===== src/rtl/gpio_pkg.sv =====
package gpio_pkg;
  typedef enum logic [1:0] {
    TRIG_LOW  = 2'd0,
    TRIG_HIGH = 2'd1,
    TRIG_RISE = 2'd2,
    TRIG_FALL = 2'd3
  } trig_e;

  localparam int unsigned AW = 5;
  localparam logic [AW-1:0] OFS_OUT   = 5'h00;
  localparam logic [AW-1:0] OFS_DIR   = 5'h04;
  localparam logic [AW-1:0] OFS_LVL   = 5'h08;
  localparam logic [AW-1:0] OFS_TRGLO = 5'h0C;
  localparam logic [AW-1:0] OFS_TRGHI = 5'h10;
  localparam logic [AW-1:0] OFS_MASK  = 5'h14;
  localparam logic [AW-1:0] OFS_STAT  = 5'h18;
endpackage


===== src/rtl/gpio_sync.sv =====
module gpio_sync #(
  parameter int unsigned W      = 32,
  parameter int unsigned STAGES = 2
) (
  input  logic         clk,
  input  logic         rst_n,
  input  logic [W-1:0] async_i,
  output logic [W-1:0] sync_o
);
  logic [W-1:0] chain_q [STAGES];

  generate
    for (genvar s = 0; s < STAGES; s++) begin : g_stage
      always_ff @(posedge clk) begin
        if (!rst_n) chain_q[s] <= '0;
        else if (s == 0) chain_q[s] <= async_i;
        else chain_q[s] <= chain_q[(s == 0) ? 0 : s-1];
      end
    end
  endgenerate

  assign sync_o = chain_q[STAGES-1];
endmodule


===== src/rtl/gpio_trigger.sv =====
module gpio_trigger
  import gpio_pkg::*;
#(
  parameter int unsigned W = 32
) (
  input  logic           clk,
  input  logic           rst_n,
  input  logic [W-1:0]   sync_i,
  input  logic [2*W-1:0] code_i,
  output logic [W-1:0]   evt_o
);
  logic [W-1:0] prev_q;

  always_ff @(posedge clk) begin
    if (!rst_n) prev_q <= '0;
    else        prev_q <= sync_i;
  end

  generate
    for (genvar i = 0; i < W; i++) begin : g_pin
      trig_e kind;
      assign kind = trig_e'(code_i[2*i +: 2]);

      always_comb begin
        unique case (kind)
          TRIG_LOW:  evt_o[i] = ~sync_i[i];
          TRIG_HIGH: evt_o[i] = sync_i[i];
          TRIG_RISE: evt_o[i] = sync_i[i] & ~prev_q[i];
          TRIG_FALL: evt_o[i] = ~sync_i[i] & prev_q[i];
          default:   evt_o[i] = 1'b0;
        endcase
      end


      rise_only_on_edge_chk: assert property (@(posedge clk) disable iff (!rst_n)
        (evt_o[i] && kind == TRIG_RISE) |-> (sync_i[i] && !$past(sync_i[i])));

      fall_only_on_edge_chk: assert property (@(posedge clk) disable iff (!rst_n)
        (evt_o[i] && kind == TRIG_FALL) |-> (!sync_i[i] && $past(sync_i[i])));
    end
  endgenerate
endmodule


===== src/rtl/gpio_status.sv =====
module gpio_status #(
  parameter int unsigned W = 32
) (
  input  logic         clk,
  input  logic         rst_n,
  input  logic [W-1:0] evt_i,
  input  logic [W-1:0] clr_i,
  input  logic [W-1:0] mask_i,
  output logic [W-1:0] status_o,
  output logic         irq_o
);
  logic [W-1:0] status_q;

  always_ff @(posedge clk) begin
    if (!rst_n) status_q <= '0;
    else        status_q <= (status_q & ~clr_i) | evt_i;
  end

  assign status_o = status_q;
  assign irq_o    = |(status_q & mask_i);


  sticky_hold_chk: assert property (@(posedge clk) disable iff (!rst_n)
    1'b1 |=> ((status_q & $past(status_q & ~clr_i)) == $past(status_q & ~clr_i)));

  detect_wins_chk: assert property (@(posedge clk) disable iff (!rst_n)
    1'b1 |=> ((status_q & $past(evt_i)) == $past(evt_i)));

  irq_needs_mask_chk: assert property (@(posedge clk) disable iff (!rst_n)
    irq_o |-> (mask_i != '0));
endmodule


===== src/rtl/gpio_irq_port.sv =====
module gpio_irq_port
  import gpio_pkg::*;
#(
  parameter int unsigned PINS        = 32,
  parameter int unsigned SYNC_STAGES = 2
) (
  input  logic            clk,
  input  logic            rst_n,
  input  logic            bus_valid,
  output logic            bus_ready,
  input  logic            bus_write,
  input  logic [AW-1:0]   bus_addr,
  input  logic [PINS-1:0] bus_wdata,
  output logic            rd_valid,
  output logic [PINS-1:0] rd_data,
  input  logic [PINS-1:0] pad_in,
  output logic [PINS-1:0] pad_out,
  output logic [PINS-1:0] pad_oe,
  output logic            irq
);
  localparam int unsigned CODE_W = 2 * PINS;

  logic [PINS-1:0] out_q, dir_q, trg_lo_q, trg_hi_q, mask_q;
  logic [PINS-1:0] lvl, evt, status, clr;
  logic            wr_acc, rd_acc;

  assign bus_ready = 1'b1;
  assign wr_acc    = bus_valid & bus_write;
  assign rd_acc    = bus_valid & ~bus_write;

  gpio_sync #(.W(PINS), .STAGES(SYNC_STAGES)) u_sync (
    .clk(clk), .rst_n(rst_n), .async_i(pad_in), .sync_o(lvl)
  );

  logic [CODE_W-1:0] codes;
  assign codes = {trg_hi_q, trg_lo_q};

  gpio_trigger #(.W(PINS)) u_trig (
    .clk(clk), .rst_n(rst_n), .sync_i(lvl), .code_i(codes), .evt_o(evt)
  );

  assign clr = (wr_acc && bus_addr == OFS_STAT) ? bus_wdata : '0;

  gpio_status #(.W(PINS)) u_stat (
    .clk(clk), .rst_n(rst_n), .evt_i(evt), .clr_i(clr),
    .mask_i(mask_q), .status_o(status), .irq_o(irq)
  );

  always_ff @(posedge clk) begin
    if (!rst_n) begin
      out_q    <= '0;
      dir_q    <= '0;
      trg_lo_q <= '0;
      trg_hi_q <= '0;
      mask_q   <= '0;
    end else if (wr_acc) begin
      unique case (bus_addr)
        OFS_OUT:   out_q    <= bus_wdata;
        OFS_DIR:   dir_q    <= bus_wdata;
        OFS_TRGLO: trg_lo_q <= bus_wdata;
        OFS_TRGHI: trg_hi_q <= bus_wdata;
        OFS_MASK:  mask_q   <= bus_wdata;
        default:   ;
      endcase
    end
  end

  logic [PINS-1:0] rd_mux;
  always_comb begin
    unique case (bus_addr)
      OFS_OUT:   rd_mux = out_q;
      OFS_DIR:   rd_mux = dir_q;
      OFS_LVL:   rd_mux = lvl;
      OFS_TRGLO: rd_mux = trg_lo_q;
      OFS_TRGHI: rd_mux = trg_hi_q;
      OFS_MASK:  rd_mux = mask_q;
      OFS_STAT:  rd_mux = status;
      default:   rd_mux = '0;
    endcase
  end

  always_ff @(posedge clk) begin
    if (!rst_n) begin
      rd_valid <= 1'b0;
      rd_data  <= '0;
    end else begin
      rd_valid <= rd_acc;
      if (rd_acc) rd_data <= rd_mux;
    end
  end

  assign pad_out = out_q;
  assign pad_oe  = dir_q;


  read_answers_chk: assert property (@(posedge clk) disable iff (!rst_n)
    rd_acc |=> rd_valid);

  no_stray_resp_chk: assert property (@(posedge clk) disable iff (!rst_n)
    !rd_acc |=> !rd_valid);

  oe_held_chk: assert property (@(posedge clk) disable iff (!rst_n)
    !(wr_acc && bus_addr == OFS_DIR) |=> $stable(pad_oe));
endmodule


===== config.mk =====
export PLATFORM = sky130hd
export DESIGN_NAME = gpio_irq_port
export DESIGN_NICKNAME = d
export VERILOG_FILES = /design/src/rtl/gpio_pkg.sv /design/src/rtl/gpio_sync.sv /design/src/rtl/gpio_trigger.sv /design/src/rtl/gpio_status.sv /design/src/rtl/gpio_irq_port.sv
export SDC_FILE = /design/constraint.sdc
export NUM_CORES = 1
export LEC_CHECK = 0
export ABC_AREA = 0
export ABC_CLOCK_PERIOD_IN_PS = 2420
export BUFFER_PORTS_ARGS = -buffer_cell sky130_fd_sc_hd__buf_2
export CAP_MARGIN = 20
export CORE_ASPECT_RATIO = 0.75
export CORE_UTILIZATION = 30
export CTS_CLUSTER_DIAMETER = 80
export DETAILED_ROUTE_END_ITERATION = 6
export GPL_ROUTABILITY_DRIVEN = 0
export PLACE_DENSITY = 0.46
export SYNTH_ARGS = -nofsm -noshare
export SYNTH_HDL_FRONTEND = slang
export SYNTH_HIERARCHICAL = 1
export SYNTH_SLANG_ARGS = --single-unit

===== constraint.sdc =====
create_clock -name clk -period 2.42 [get_ports clk]
set_clock_uncertainty 0.05 [all_clocks]
set_input_delay 0.605 -clock clk [delete_from_list [all_inputs] [get_ports clk]]
set_output_delay 0.605 -clock clk [all_outputs]
set_load 0.005 [all_outputs]

# Yosys cells after proc, flatten, opt, wreduce, memory -nomap -nowiden

Memories as Yosys holds them, arrays and structs flattened.
Index checks and enable logic that the tools add are counted.

Register bits: 257
Memory bits (writable): 64
Input port bits: 73
Output and inout bits: 99
Logic and storage cells: 327
Memories: 1

Eq/ne operators: 102
Muxes and demuxes: 38
Bitwise operators: 137
Reduce and logical (&&, ||, !) cells: 40

Memory list:

| name           | words | bits a word | rd ports | clocked after memory_dff | wr ports | RTL line        | text |
|---|---|---|---|---|---|---|---|
| u_sync.chain_q | 2     | 32          | 2        | 0                        | 2        | gpio_sync.sv:10 | `logic [W-1:0] chain_q [STAGES];` |

Operator list:

| operator             | number |
|---|---|
| $pmux W32 S7         | 1 |
| $eq A2 B2 Y1 const B | 64 |
| $pmux W1 S4          | 32 |
| $mux W32             | 3 |
| $and A1 B1 Y1        | 66 |
| $not A1 Y1           | 65 |
| $and A32 B32 Y32     | 2 |
| $eq A2 B1 Y1 const B | 32 |
| $logic_not A2 Y1     | 32 |
| $not A32 Y32         | 1 |
| $or A32 B32 Y32      | 1 |
| $reduce_or A32 Y1    | 1 |
| $eq A5 B5 Y1 const B | 3 |
| $eq A5 B4 Y1 const B | 2 |
| $reduce_and A2 Y1    | 5 |
| $eq A5 B3 Y1 const B | 1 |
| $logic_not A5 Y1     | 1 |
| $mux W1              | 2 |
| $or A1 B1 Y1         | 2 |
| $logic_and A1 B1 Y1  | 1 |

# Longest topological paths before layout

Depth after elaboration: 6
Gate-level depth with buffers: 7

# Cells and area by module

The synthesis kept the hierarchy.

By module, submodules not included:

| module        | times used | cells an instance | area each (µm²) | sequential area each (µm²) |
|---|---|---|---|---|
| gpio_irq_port | 1          | 1061              | 8496.9          | 3863.7 |
| gpio_trigger  | 1          | 227               | 2093.3          | 640.6 |
| gpio_sync     | 1          | 134               | 1791.7          | 1281.2 |
| gpio_status   | 1          | 120               | 1255.0          | 640.6 |

# Least setup slack after synthesis

OpenSTA, ideal clock, no wires.

Path kind: input-to-reg
Start point: input port bus_addr[1]
End point: register u_stat.status_q[10] (netlist: u_stat/status_o[10])
Library setup time: 115 ps
Data arrival time: 1917 ps
Setup slack: 339 ps
Stages: 7
Cells stage by stage: or3b_1 > buf_2 > nor3_2 > clkbuf_1 > and2_1 > nor2b_1 > o21a_1

Cells in the longest elaborated chain, start to end: 6

Ends and longest elaborated chain:

| item                 | RTL line            | text |
|---|---|---|
| from (decl)          | gpio_irq_port.sv:12 | `input logic [AW-1:0] bus_addr,` |
| $eq A5 B5 Y1         | gpio_irq_port.sv:42 | `assign clr = (wr_acc && bus_addr == OFS_STAT) ? bus_wdata : '0;` |
| $logic_and A1 B1 Y1  | gpio_irq_port.sv:42 |  |
| $mux W32             | gpio_irq_port.sv:42 |  |
| named net clr[10]    | gpio_irq_port.sv:24 | `logic [PINS-1:0] lvl, evt, status, clr;` |
| $not A32 Y32         | gpio_status.sv:16   | `else status_q <= (status_q & ~clr_i) \| evt_i;` |
| $and A32 B32 Y32     | gpio_status.sv:16   |  |
| $or A32 B32 Y32      | gpio_status.sv:16   |  |
| to (signal assigned) | gpio_status.sv:16   |  |
| to (decl)            | gpio_status.sv:12   | `logic [W-1:0] status_q;` |

The timed path passes the listed nets, and every way through them passes these cells.
A chain may end at the register's enable or synchronous reset.

# Final worst setup path

Start point: register u_stat.status_q[1] (netlist: u_stat/status_o[1])
End point: output port irq

Cells in the longest elaborated chain, start to end: 2

Ends and longest elaborated chain:

| item              | RTL line            | text |
|---|---|---|
| $and A32 B32 Y32  | gpio_status.sv:20   | `assign irq_o = \|(status_q & mask_i);` |
| $reduce_or A32 Y1 | gpio_status.sv:20   |  |
| to (decl)         | gpio_irq_port.sv:19 | `output logic irq` |

No other way between the ends.

==> flow_summary.ini <==
[timing]
slew_headroom = 0.6421
finalCritPeriodShare = 1.087
worstMarginPinSlew_ns = 0.5368
hold_viol_final = 0
timing.hold.ws_ns = 0.2349
drv_slew = 0
finalSetupViolCount = 1
fin_setup_tns_ns = -0.2116
min_period_ns = 2.632
rsz0062_at_grt = yes
fmax_mhz = 380.0
worst_slack_ns = -0.2116

[cts]
h-tree-depth = 2
cts_setup_buffers = 0
clkLatencyLatePin_ns = 0.54
holdBufCountCts = 0
clockBufferDepth = 3
cts_buffers = 36
numClockSinks = 321
clk_pin_slew_ns = 0.06
root_buffer = clkbuf_16
cts_tree = done

[cells_and_area]
area_delta_synth_final_pct = 22.16
register_area_um2 = 6430
fillers = 4572
diodes = 0
multi_input_area_um2 = 6800
drive_gt1_frac = 0.2520
nets = 1777

[worst_setup_path]
crit_slowest_cell = or4_4
path_cells = a22oi_2, nand4_1, or4_4, buf_2
critical_path.max_stage_delay_ns = 0.56
path_class = register to output pin
start_kind = register
arrival_ns = 1.98
crit_path_end_kind = output pin
crit_required_ns = 1.76
crit_fanout = 3

[placement]
dpl.hpwl_um = 37050
io_buffers = 170
place_ws_ns = 0.07486

[power]
p_total_w = 0.01150
pwr_density_cell_nw_per_um2 = 690.2
p_leak_nw = 5.937
ir_drop_v = 0.0004775

[floorplan]
die_h_um = 186.6
core_area_um2 = 44770
initial_core_util = 0.3046
fp.dieArea_um2 = 46320
rows = 67
die_x_um = 248.2
io_pins = 172

[logic_synthesis]
synth_area_leaders = dfxtp_1 (47%), nand2_1 (8.9%), a21oi_1 (6.0%), and2_1 (4.4%), a32oi_1 (3.9%)
yosysWarnings = 6
synth_top_area_frac = 0.4712
synth_fp_nets = 1615
ys_ff_latch = 321
synth_area_um2 = 13640
netlist_top_cells_count = nand2_1 (323), dfxtp_1 (321), a21oi_1 (163), and2_1 (96), and2_2 (64)
ys_seq_area_frac = 0.4712
synth_cells = 1542
synth_edf_count = 0
synthArstFlopShare = 0
ys.flop_type = dfxtp_1
syn_area_per_cell_um2 = 8.844
yosysMostFrequentCell = nand2_1
synth.distinct_cells = 46
synth_area_leader_cell = dfxtp_1

[min_path]
hp-class = input port to register

[route]
drc = 0
num_vias = 12490
via_per_inst = 5.392
routed_wl_um = 53820
drt_iter0_markers = 1060
wire_per_inst_um = 23.24
ant_nets = 0
drtPass1Iterations = 5

[grt]
grt_antenna_before_repair = 2
grt_max_degree = 83
grt_pass1_wl_um = 78420
gr-usage-all-layers = 0.2270
grt_pass1_vias = 11370
grt.overflow.total = 0

[run_status]
violations = setup timing
status = complete, but fails checks

[job]
maxCapViolations = 0
-- cell usage in the layout (no fill, tap or decap), drive strengths merged, types with 7 or more instances in the layout --
cell type / count
nand3: 37
a32oi: 60
a22oi: 44
a21oi: 163
buf: 226
nand2b: 34
clkinv: 9
dfxtp: 321
clkbuf: 50
a31oi: 31
or3b: 33
o21ai: 32
o21a: 32
a221oi: 31
nor3: 9
o21ba: 32
and2: 161
nand2: 323
nor2: 7
nor2b: 32
mux2: 31
-- metrics by stage --
stage / instance area, um2 / cells / util
after floorplan: 13640 / 1542 / -
after global placement: 15480 / 2252 / 0.3459
after detailed placement: 15480 / 2252 / 0.3459
after CTS: 16660 / 2316 / 0.3721
after global routing: 16660 / 2316 / 0.3721
final: 16660 / 2316 / 0.3721
-- final timing paths --
kind | startpoint | slack, ns | cells past startpoint | to
worst min register to register | u_sync/chain_q[0][11] | 0.39 | 1 | u_sync/chain_q[1][11]
worst min-delay path | pad_in[14] | 0.23 | 2 | u_sync/chain_q[0][14]
worst max register to register | trg_hi_q[19] | 0.86 | 3 | u_stat/status_o[25]
worst max-delay path | u_stat/status_o[1] | -0.21 | 4 | irq
-- routing by layer --
| layer | up-vias | wire (um) | GRT usage |
|---|---|---|---|
| met5 | - | 14 | 0 |
| met4 | 2 | 920 | 0.04737 |
| met3 | 64 | 3537 | 0.03696 |
| met2 | 471 | 22850 | 0.3274 |
| met1 | 6190 | 26500 | 0.3494 |
| li1 | 5762 | - | - |
-- cell type report --
cell class / instances / area share
Tap cell: 586 / 0.04401
Inverter: 3 / 0.0008262
Sequential cell: 321 / 0.3860
Multi-Input combinational cell: 1116 / 0.4082
Clock buffer: 50 / 0.06151
Timing Repair Buffer: 226 / 0.09298
Clock inverter: 14 / 0.006459
-- power breakdown --
group          internal [W]  total (W)  switching [W]
Combinational      0.000241   0.000625       0.000384
Clock               0.00308    0.00537        0.00229
Sequential          0.00540    0.00550       0.000107
Total               0.00871     0.0115        0.00278
-- state kept, by name, summed over array words and instances (netlist names) --
name             count
u_trig/prev_q       32
rd_valid             1
trg_lo_q            32
pad_oe              32
mask_q              32
rd_data             32
u_stat/status_o     32
pad_out             32
u_sync/chain_q      64
trg_hi_q            32
-- logic make-up (layout without fill, tap and decap cells) --
kind of cell    count (synthesis)  count (layout)  share of synthesized area
compound gates                426             426                     0.2109
buf+inv                       105             293                    0.03551
flops                         321             321                     0.4712
mux                            36              36                    0.03019
other cells                     1               1                  0.0002750
simple gates                  653             653                     0.2519
-- what timing repair did --
item	CTS	global route
gates resized for setup	11	0
pin swaps	3	0
endpoints found under the setup margin	1	1
-- critical path: cells and delay by family (launching register included) --
family	cells	cell delay, ns
simple gates	2	0.70
flops	1	0.35
compound gates	1	0.25
buf+inv	1	0.15
Power figures use the tool's default switching activity.
